<file path="src/rtl/ring_pkg.sv">
package ring_pkg;
  typedef enum logic [2:0] {
    ST_IDLE,
    ST_HWAIT,
    ST_CHECK,
    ST_FWAIT,
    ST_EMIT
  } ring_st_t;

  // header word positions: the producer decodes this order
  localparam int HDR_MIN    = 0;
  localparam int HDR_MAX    = 1;
  localparam int HDR_NEXT   = 2;
  localparam int HDR_STOP   = 3;
  localparam int HDR_WORDS  = 4;
  localparam int WORD_BYTES = 4;
endpackage

</file>
<file path="src/rtl/ring_hdr_regs.sv">
module ring_hdr_regs
  import ring_pkg::*;
#(
  parameter int DW = 32
) (
  input  logic          clk,
  input  logic          rst,
  input  logic          cap_en,
  input  logic [1:0]    cap_idx,
  input  logic [DW-1:0] cap_data,
  output logic [DW-1:0] lo,
  output logic [DW-1:0] hi,
  output logic [DW-1:0] wr_ptr,
  output logic [DW-1:0] rd_ptr
);
  logic [DW-1:0] hdr [HDR_WORDS];

  for (genvar g = 0; g < HDR_WORDS; g++) begin : g_hdr
    always_ff @(posedge clk) begin
      if (rst) begin
        hdr[g] <= '0;
      end else if (cap_en && (cap_idx == 2'(g))) begin
        hdr[g] <= cap_data;
      end
    end
  end

  assign lo     = hdr[HDR_MIN];
  assign hi     = hdr[HDR_MAX];
  assign wr_ptr = hdr[HDR_NEXT];
  assign rd_ptr = hdr[HDR_STOP];
endmodule

</file>
<file path="src/rtl/ring_ptr_adv.sv">
module ring_ptr_adv
  import ring_pkg::*;
#(
  parameter int DW = 32
) (
  input  logic [DW-1:0] cur,
  input  logic [DW-1:0] lo,
  input  logic [DW-1:0] hi,
  output logic [DW-1:0] nxt
);
  logic [DW-1:0] inc;

  always_comb begin
    inc = cur + DW'(WORD_BYTES);
    nxt = (inc == hi) ? lo : inc;
  end
endmodule

</file>
<file path="src/rtl/ring_op_check.sv">
module ring_op_check #(
  parameter int OPW     = 8,
  parameter int NUM_OPS = 16
) (
  input  logic [OPW-1:0] op,
  output logic           ok
);
  localparam logic [OPW:0] LIMIT = (OPW+1)'(NUM_OPS);

  assign ok = ({1'b0, op} < LIMIT);
endmodule

</file>
<file path="src/rtl/ring_sync_tracker.sv">
module ring_sync_tracker (
  input  logic clk,
  input  logic rst,
  input  logic sync_req,
  input  logic poll_start,
  input  logic empty_seen,
  output logic busy
);
  logic pend_q;
  logic armed_q;

  always_ff @(posedge clk) begin
    if (rst) begin
      pend_q  <= 1'b0;
      armed_q <= 1'b0;
    end else if (sync_req) begin
      pend_q  <= 1'b1;
      armed_q <= 1'b0;
    end else if (empty_seen && armed_q) begin
      pend_q  <= 1'b0;
      armed_q <= 1'b0;
    end else if (poll_start) begin
      armed_q <= pend_q;
    end
  end

  assign busy = pend_q;
endmodule

</file>
<file path="src/rtl/ring_consumer.sv">
module ring_consumer
  import ring_pkg::*;
#(
  parameter int AW      = 12,
  parameter int DW      = 32,
  parameter int OP_LSB  = 24,
  parameter int OPW     = 8,
  parameter int NUM_OPS = 16
) (
  input  logic          clk,
  input  logic          rst,
  input  logic          cfg_done,
  input  logic          sync_req,
  output logic          busy,
  output logic          err,
  output logic          mem_en,
  output logic          mem_we,
  output logic [AW-1:0] mem_addr,
  output logic [DW-1:0] mem_wdata,
  input  logic [DW-1:0] mem_rdata,
  output logic          cmd_valid,
  input  logic          cmd_ready,
  output logic [DW-1:0] cmd_data
);
  localparam int IDX_LSB = $clog2(WORD_BYTES);

  ring_st_t      st;
  logic [1:0]    idx;
  logic          rd_vld;
  logic [DW-1:0] lo, hi, wr_ptr, rd_ptr, rd_adv;
  logic          op_ok;
  logic          poll_start, empty_seen, hdr_cap;

  assign poll_start = (st == ST_IDLE) && cfg_done && !err;
  assign empty_seen = (st == ST_CHECK) && (wr_ptr == rd_ptr);
  assign hdr_cap    = (st == ST_HWAIT) && rd_vld;

  ring_hdr_regs #(.DW(DW)) u_hdr (
    .clk(clk), .rst(rst), .cap_en(hdr_cap), .cap_idx(idx),
    .cap_data(mem_rdata), .lo(lo), .hi(hi), .wr_ptr(wr_ptr), .rd_ptr(rd_ptr)
  );

  ring_ptr_adv #(.DW(DW)) u_adv (
    .cur(rd_ptr), .lo(lo), .hi(hi), .nxt(rd_adv)
  );

  ring_op_check #(.OPW(OPW), .NUM_OPS(NUM_OPS)) u_op (
    .op(mem_rdata[OP_LSB +: OPW]), .ok(op_ok)
  );

  ring_sync_tracker u_sync (
    .clk(clk), .rst(rst), .sync_req(sync_req), .poll_start(poll_start),
    .empty_seen(empty_seen), .busy(busy)
  );

  always_ff @(posedge clk) begin
    if (rst) begin
      st        <= ST_IDLE;
      idx       <= '0;
      rd_vld    <= 1'b0;
      mem_en    <= 1'b0;
      mem_we    <= 1'b0;
      mem_addr  <= '0;
      mem_wdata <= '0;
      cmd_valid <= 1'b0;
      cmd_data  <= '0;
      err       <= 1'b0;
    end else begin
      mem_en <= 1'b0;
      mem_we <= 1'b0;
      rd_vld <= mem_en && !mem_we;
      if (!cfg_done) err <= 1'b0;
      unique case (st)
        ST_IDLE: begin
          if (poll_start) begin
            mem_en   <= 1'b1;
            mem_addr <= AW'(HDR_MIN);
            idx      <= '0;
            st       <= ST_HWAIT;
          end
        end
        ST_HWAIT: begin
          if (rd_vld) begin
            if (idx == 2'(HDR_STOP)) begin
              st <= ST_CHECK;
            end else begin
              idx      <= idx + 2'd1;
              mem_en   <= 1'b1;
              mem_addr <= AW'(idx) + AW'(1);
            end
          end
        end
        ST_CHECK: begin
          if (wr_ptr == rd_ptr) begin
            st <= ST_IDLE;
          end else begin
            mem_en   <= 1'b1;
            mem_addr <= rd_ptr[IDX_LSB +: AW];
            st       <= ST_FWAIT;
          end
        end
        ST_FWAIT: begin
          if (rd_vld) begin
            if (op_ok) begin
              cmd_valid <= 1'b1;
              cmd_data  <= mem_rdata;
              st        <= ST_EMIT;
            end else begin
              err <= 1'b1;
              st  <= ST_IDLE;
            end
          end
        end
        ST_EMIT: begin
          if (cmd_ready) begin
            cmd_valid <= 1'b0;
            mem_en    <= 1'b1;
            mem_we    <= 1'b1;
            mem_addr  <= AW'(HDR_STOP);
            mem_wdata <= rd_adv;
            st        <= ST_IDLE;
          end
        end
        default: st <= ST_IDLE;
      endcase
    end
  end
endmodule

</file>
<file path="config.mk">
export PLATFORM = sky130hd
export DESIGN_NAME = ring_consumer
export DESIGN_NICKNAME = d
export VERILOG_FILES = /design/src/rtl/ring_pkg.sv /design/src/rtl/ring_hdr_regs.sv /design/src/rtl/ring_ptr_adv.sv /design/src/rtl/ring_op_check.sv /design/src/rtl/ring_sync_tracker.sv /design/src/rtl/ring_consumer.sv
export SDC_FILE = /design/constraint.sdc
export NUM_CORES = 1
export LEC_CHECK = 0
export ABC_AREA = 0
export BUFFER_PORTS_ARGS = -buffer_cell sky130_fd_sc_hd__buf_2
export CAP_MARGIN = 20
export CELL_PAD_IN_SITES_DETAIL_PLACEMENT = 2
export CELL_PAD_IN_SITES_GLOBAL_PLACEMENT = 2
export CORE_MARGIN = 2
export CORE_UTILIZATION = 35
export CTS_CLUSTER_DIAMETER = 30
export CTS_CLUSTER_SIZE = 25
export DETAILED_ROUTE_END_ITERATION = 12
export PLACE_DENSITY = 0.83
export SETUP_SLACK_MARGIN = 0.15
export SLEW_MARGIN = 10
export SYNTH_ARGS = -nofsm -noshare
export SYNTH_HDL_FRONTEND = slang
export SYNTH_SLANG_ARGS = --single-unit
</file>
<file path="constraint.sdc">
create_clock -name clk -period 3.1 [get_ports clk]
set_input_delay 0.465 -clock clk [delete_from_list [all_inputs] [get_ports clk]]
set_output_delay 0.465 -clock clk [all_outputs]
set_load 0.02 [all_outputs]
</file>
### Yosys cells after proc, flatten, opt, wreduce, memory -nomap -nowiden

Memories as Yosys holds them, arrays and structs flattened.
Index checks and enable logic that the tools add are counted.

* flip-flop bits (word level): 88
* memory bits (writable): 128
* logic and storage cells: 118
* memories kept: 1

Memories
* u_hdr.hdr: depth 4, bits a word 32, rd ports 4, clocked after memory_dff 0, wr ports 4, RTL line ring_hdr_regs.sv:16 `logic [DW-1:0] hdr [HDR_WORDS];`

* $lt $le $gt $ge: 1
* muxes and demuxes: 53
* eq/ne operators: 17
* bitwise operators: 5
* reduce and logical (&&, ||, !) cells: 26
* add/subtract/negate cells: 3

Operators with widths (number)
* 2-to-1 mux 32 bit: 5
* equality test 32 bit: 2
* 2-to-1 mux 12 bit: 5
* one-hot mux 12 bit (4 select lines): 1
* adder 32 x 3 -> 32 bit (second input constant): 1
* 2-to-1 mux 1 bit: 28
* 2-to-1 mux 3 bit: 6
* one-hot mux 3 bit (5 select lines): 1
* != test 2 bit (second input constant): 7
* logical AND 1 bit: 10
* less-than comparator 8 x 5 -> 1 bit (second input constant): 1
* 2-to-1 mux 2 bit: 4
* AND reduction 4 bit: 2
* equality test 3 x 2 -> 1 bit (second input constant): 2
* AND reduction 6 bit: 1
* nonzero test 2 bit: 3
* AND reduction 5 bit: 1
* equality test 2 bit (second input constant): 2
* bitwise OR 1 bit: 4
* one-hot mux 1 bit (4 select lines): 1
* one-hot mux 2 bit (2 select lines): 1
* nonzero test 4 bit: 1
* adder 2 x 1 -> 3 bit (second input constant): 1
* equality test 3 x 1 -> 1 bit (second input constant): 1
* other kinds (13): 14

### Longest topological paths before layout

* depth after elaboration: 7
* gate-level depth with buffers: 11
* gate-level depth less buffers: 9

### Cells and area by module

Synthesis repeated with hierarchy kept, for this count alone.

* cells, all modules: 1046
* area, all modules: 10680.2 um^2

By module, submodules not included
* ring_hdr_regs: area each 4779.6 um^2, cells each 319, seq. area each 3843.7 um^2, instances 1
* ring_consumer: area each 3807.4 um^2, cells each 473, seq. area each 1721.7 um^2, instances 1
* ring_ptr_adv: area each 1998.2 um^2, cells each 247, seq. area each 0.0 um^2, instances 1
* ring_sync_tracker: area each 82.6 um^2, cells each 6, seq. area each 40.0 um^2, instances 1
* ring_op_check: area each 12.5 um^2, cells each 1, seq. area each 0.0 um^2, instances 1

### Worst setup path before layout

No wires, ideal clock.

* path type: register to register
* start: mem u_hdr.hdr[3][2], in the netlist u_hdr.hdr[1][34]
* end: reg mem_wdata[1]
* setup time: 0.079 ns
* setup slack: 0.024 ns
* arrival time: 2.997 ns
* data required time: 3.021 ns
* clock period less this slack: 3.076 ns
* cell stages (with the launch flop): 11
* cell sequence: edfxtp_1 > clkbuf_1 > nand4_1 > or4b_1 > nor4_1 > xnor2_1 > nand4b_1 > nor4_2 > clkbuf_1 > a211oi_1 > a211oi_2

RTL lines
* start: declaration: RTL line ring_hdr_regs.sv:16
* end signal: assignment: RTL line ring_consumer.sv:120 `mem_wdata <= rd_adv;`
* end: declaration: RTL line ring_consumer.sv:19 `output logic [DW-1:0] mem_wdata,`

==> summary.txt <==
Critical path
  – Crit path top cell by count: buf_4
  – Worst Path Buf+Inv: 5
  – Crit path max fanout: 16
  – Startpoint Class: flip-flop
  – CP Cell Sequence: buf_4 > buf_4 > buf_4 > nand2_1 > nor4_2 > buf_4 > mux2i_1 > a31oi_1 > nand4b_1 > nor4_4 > and2_4 > buf_12 > o311ai_1
  – Worst Path Arrival: 3700 ps
  – Setup CP Type: reg -> reg
  – Delay-heaviest family, CP: simple AND/OR/NAND/NOR gates
  – Crit path required time: 3530 ps
  – Nature of the critical path endpoint: flip-flop
  – Slowest CP cell: edfxtp_1
  – Crit path largest cell delay: 460 ps

Cells and area
  – Net total in the final layout: 1241
  – Area grow syn2layout: 38.3%
  – Share of cells above drive strength 1: 31.1%
  – Filler cells: 2948
  – Inserted Diodes: 0

Place
  – Final Wtd Congestion: 0.972
  – Post-DP HPWL: 30400 um
  – Port Buffers: 117
  – Dpl ws: -233 ps

Timing
  – Crit share post-route: 105%
  – Setup WS post-layout: -169 ps
  – RSZ-0062 raised after global routing: yes
  – Least-Margin Pin Slew: 691 ps
  – Clock period minus worst slack: 3270 ps
  – FMAX: 0.306 GHz
  – Max_slew headroom: 53.9%
  – Fin Hold WS: 75.5 ps
  – Setup-failing EPs final: 32
  – Count of pins over their slew limit: 0
  – Skew final: 32.0 ps
  – Fin. Hold Viols: 0

Synthesis
  – Post-synthesis xor/xnor area fraction: 7.84%
  – Number of synthesis warnings: 0
  – Register bit total from synthesis: 216
  – Post-synthesis compound-gate area fraction: 8.70%
  – Main combinational cell family by area after synthesis: simple AND/OR/NAND/NOR gates
  – Dominant cells by area after synthesis: edfxtp_1 (37%), dfxtp_1 (17%), and3_1 (6.0%), xnor2_1 (5.8%), nand2_1 (3.1%)
  – Syn Inst Count: 995
  – Multiplexer share of the synthesized area: 0.981%
  – Number of synthesized flops with an enable pin: 128
  – Post-synthesis cell area: 10500 um^2
  – FFs w/ async S/R, synth: 0%
  – Sequential area share after synthesis: 53.6%
  – Yosys cell types: 63
  – Mean Syn Cell Area: 10.5 um^2
  – Area leader, netlist: edfxtp_1
  – Synth top area share: 36.8%
  – Post-synthesis simple-gate area fraction: 24.5%
  – Top FF cell, synth: edfxtp_1
  – Post-synthesis adder-cell area fraction: 0.598%
  – Post-synthesis net count: 1037

CTS
  – Hold Buf Count CTS: 0
  – Worst skew pair latency: 590 ps
  – CTS tree: done
  – Clk sink count: 216
  – Clock Path Buffers: 3
  – H-tree Lvls: 2
  – CTS root buffer: clkbuf_16
  – Cts bufs inserted: 56
  – CTS clk-pin slew, worst paths: 50 ps

Die
  – Row cnt: 63
  – Die area: 31300 um^2
  – Core box area: 29600 um^2
  – IO Pins: 118
  – Initial Util: 35.4%
  – Die height: 177 um
  – Chip width: 177 um

Pwr
  – Static Leak: 5.92 nW
  – P per Cell Area: 683 nW/um^2
  – Worst IR drop on VDD: 0.588 mV

Run status
  – Failing checks: negative setup slack
  – Outcome: finished, violations left

Route
  – Post-DRT Antenna Nets: 0
  – Drt pass-1 iters: 7
  – DR vias/cell: 5.94
  – WL per Instance: 30.4 um
  – Remaining routing DRC violations: 0
  – Via Count: 9720
  – DRT Wirelength: 49800 um
  – Starting DRT DRC Count: 920

Global routing
  – Tot GR Track Use: 30.3%
  – Initial antenna violation count: 2
  – Number of global-route vias before repair: 10400
  – Gr ovfl total: 0
  – First-pass GRT wire length: 69800 um
  – Largest net degree at the start of global routing: 97

Worst hold path
  – Hold Crit Class: in -> reg

Flow run
  – Max-Cap Viols: 0
[registers in the layout (all words and copies together), names as in the netlist]
name and count:
cmd_data 32, mem_we 1, mem_wdata 32, st 3
u_hdr.hdr 128, cmd_valid 1, u_sync.busy 1, idx 2
mem_addr 12, err 1, mem_en 1, rd_vld 1
u_sync.armed_q 1
[metal layers]
| layer | wire, um | vias up | GRT usage (%) | part of all wire (%) |
|---|---|---|---|---|
| met5 | 12 | - | 0 | 0.024 |
| met4 | 1970 | 2 | 11.8 | 4.0 |
| met3 | 3250 | 146 | 7.11 | 6.5 |
| met2 | 24500 | 438 | 52.1 | 49 |
| met1 | 20100 | 5065 | 36.8 | 40 |
| li1 | - | 4069 | - | - |
[repair_timing]
action | 4_1_cts | 5_1_grt
pin swaps | 11 | 7
setup endpoints to repair | 45 | 38
gates cloned | 0 | 1
resized for setup | 27 | 38
setup buffers | 8 | 15
[metrics by stage]
step / total power, mW / setup TNS [ps] / instance area [um^2] / std cells / util (%)
3_5_place_dp: 3.81 / -6000 / 12000 / 1507 / 40.4
6_report: 9.87 / -4410 / 14500 / 1636 / 48.9
3_3_place_gp: 3.78 / -4910 / 12000 / 1507 / 40.4
4_1_cts: 9.81 / -1040 / 14100 / 1620 / 47.7
5_1_grt: 10.1 / -7310 / 14500 / 1636 / 48.9
2_1_floorplan: 3.53 / 0 / 10500 / 995 / -
[final timing paths]
kind	start	to	slack, ps	cells past startpoint
worst max-delay path	u_hdr.hdr[1][35]	mem_wdata[27]	-170	13
worst min-delay path	sync_req	u_sync.armed_q	80	2
worst max register to register	u_hdr.hdr[1][35]	mem_wdata[27]	-170	13
worst min register to register	cmd_data[17]	cmd_data[17]	460	2
[cell type report]
type	count	area (um^2)	share of cell area [%]
clock buffer	70	1540	10.6
clock inverter	35	408	2.82
inverter	9	33.8	0.234
multi-input combinational	687	4800	33.2
sequential	216	5610	38.8
tap	390	488	3.38
timing repair buffer	229	1580	11.0
[cell usage after synthesis (5+ instances only)]
| master | number |
|---|---|
| nor4_1 | 14 |
| inv_1 | 8 |
| ha_1 | 5 |
| edfxtp_1 | 128 |
| o21ai_0 | 10 |
| mux2i_1 | 8 |
| nand2_1 | 87 |
| nor3b_1 | 29 |
| a21oi_1 | 44 |
| nand3_1 | 44 |
| a211oi_1 | 6 |
| nand3b_1 | 23 |
| nor2_1 | 40 |
| xnor2_1 | 69 |
| clkbuf_1 | 65 |
| nand2b_1 | 9 |
| o211ai_1 | 6 |
| dfxtp_1 | 88 |
| buf_2 | 9 |
| o311ai_1 | 21 |
| nor3_1 | 13 |
| xor2_1 | 22 |
| nand4_1 | 22 |
| nor2b_1 | 5 |
| a21o_1 | 5 |
| and3_1 | 100 |
| buf_4 | 9 |
| and2_1 | 36 |
| a22oi_1 | 14 |
[report_power, final]
group,switching [mW],leakage [nW],internal [mW]
Combinational,0.422,2.95,0.201
Clock,2.02,0.935,4.02
Sequential,0.0763,2.03,3.13
[kinds of logic after synthesis]
logic type | after synthesis
AND/OR/NAND/NOR | 448
flip-flops | 216
AO/OA/AOI/OAI | 132
XOR/XNOR | 92
buffers and inverters | 92
multiplexers | 10
adder cells (fa/ha/maj) | 5
[cells in the final DEF (no fill, tap or decap), types with 5 or more instances in the layout]
cell and n:
o311ai_1 16, dfxtp_1 88, mux2i_1 7, buf_2 116
and3_1 100, nor3_4 5, xor2_1 22, clkinvlp_4 7
nor4_1 8, xnor2_1 66, clkinv_4 8, clkbuf_8 6
bufinv_16 6, buf_6 8, nand4_1 22, a21oi_1 44
nor4_2 5, and2_1 36, nor3b_1 29, a22oi_1 14
a21o_1 5, buf_12 8, nand3_1 40, clkbuf_16 58
nand2b_1 9, nand3b_1 23, o211ai_1 6, nor2_1 38
nor3_1 8, clkbuf_1 7, clkinv_2 7, a211oi_2 7
inv_1 8, edfxtp_1 128, buf_4 95, o21ai_0 9
nand2_1 86
Note: power is estimated with default switching activity, not from simulation.
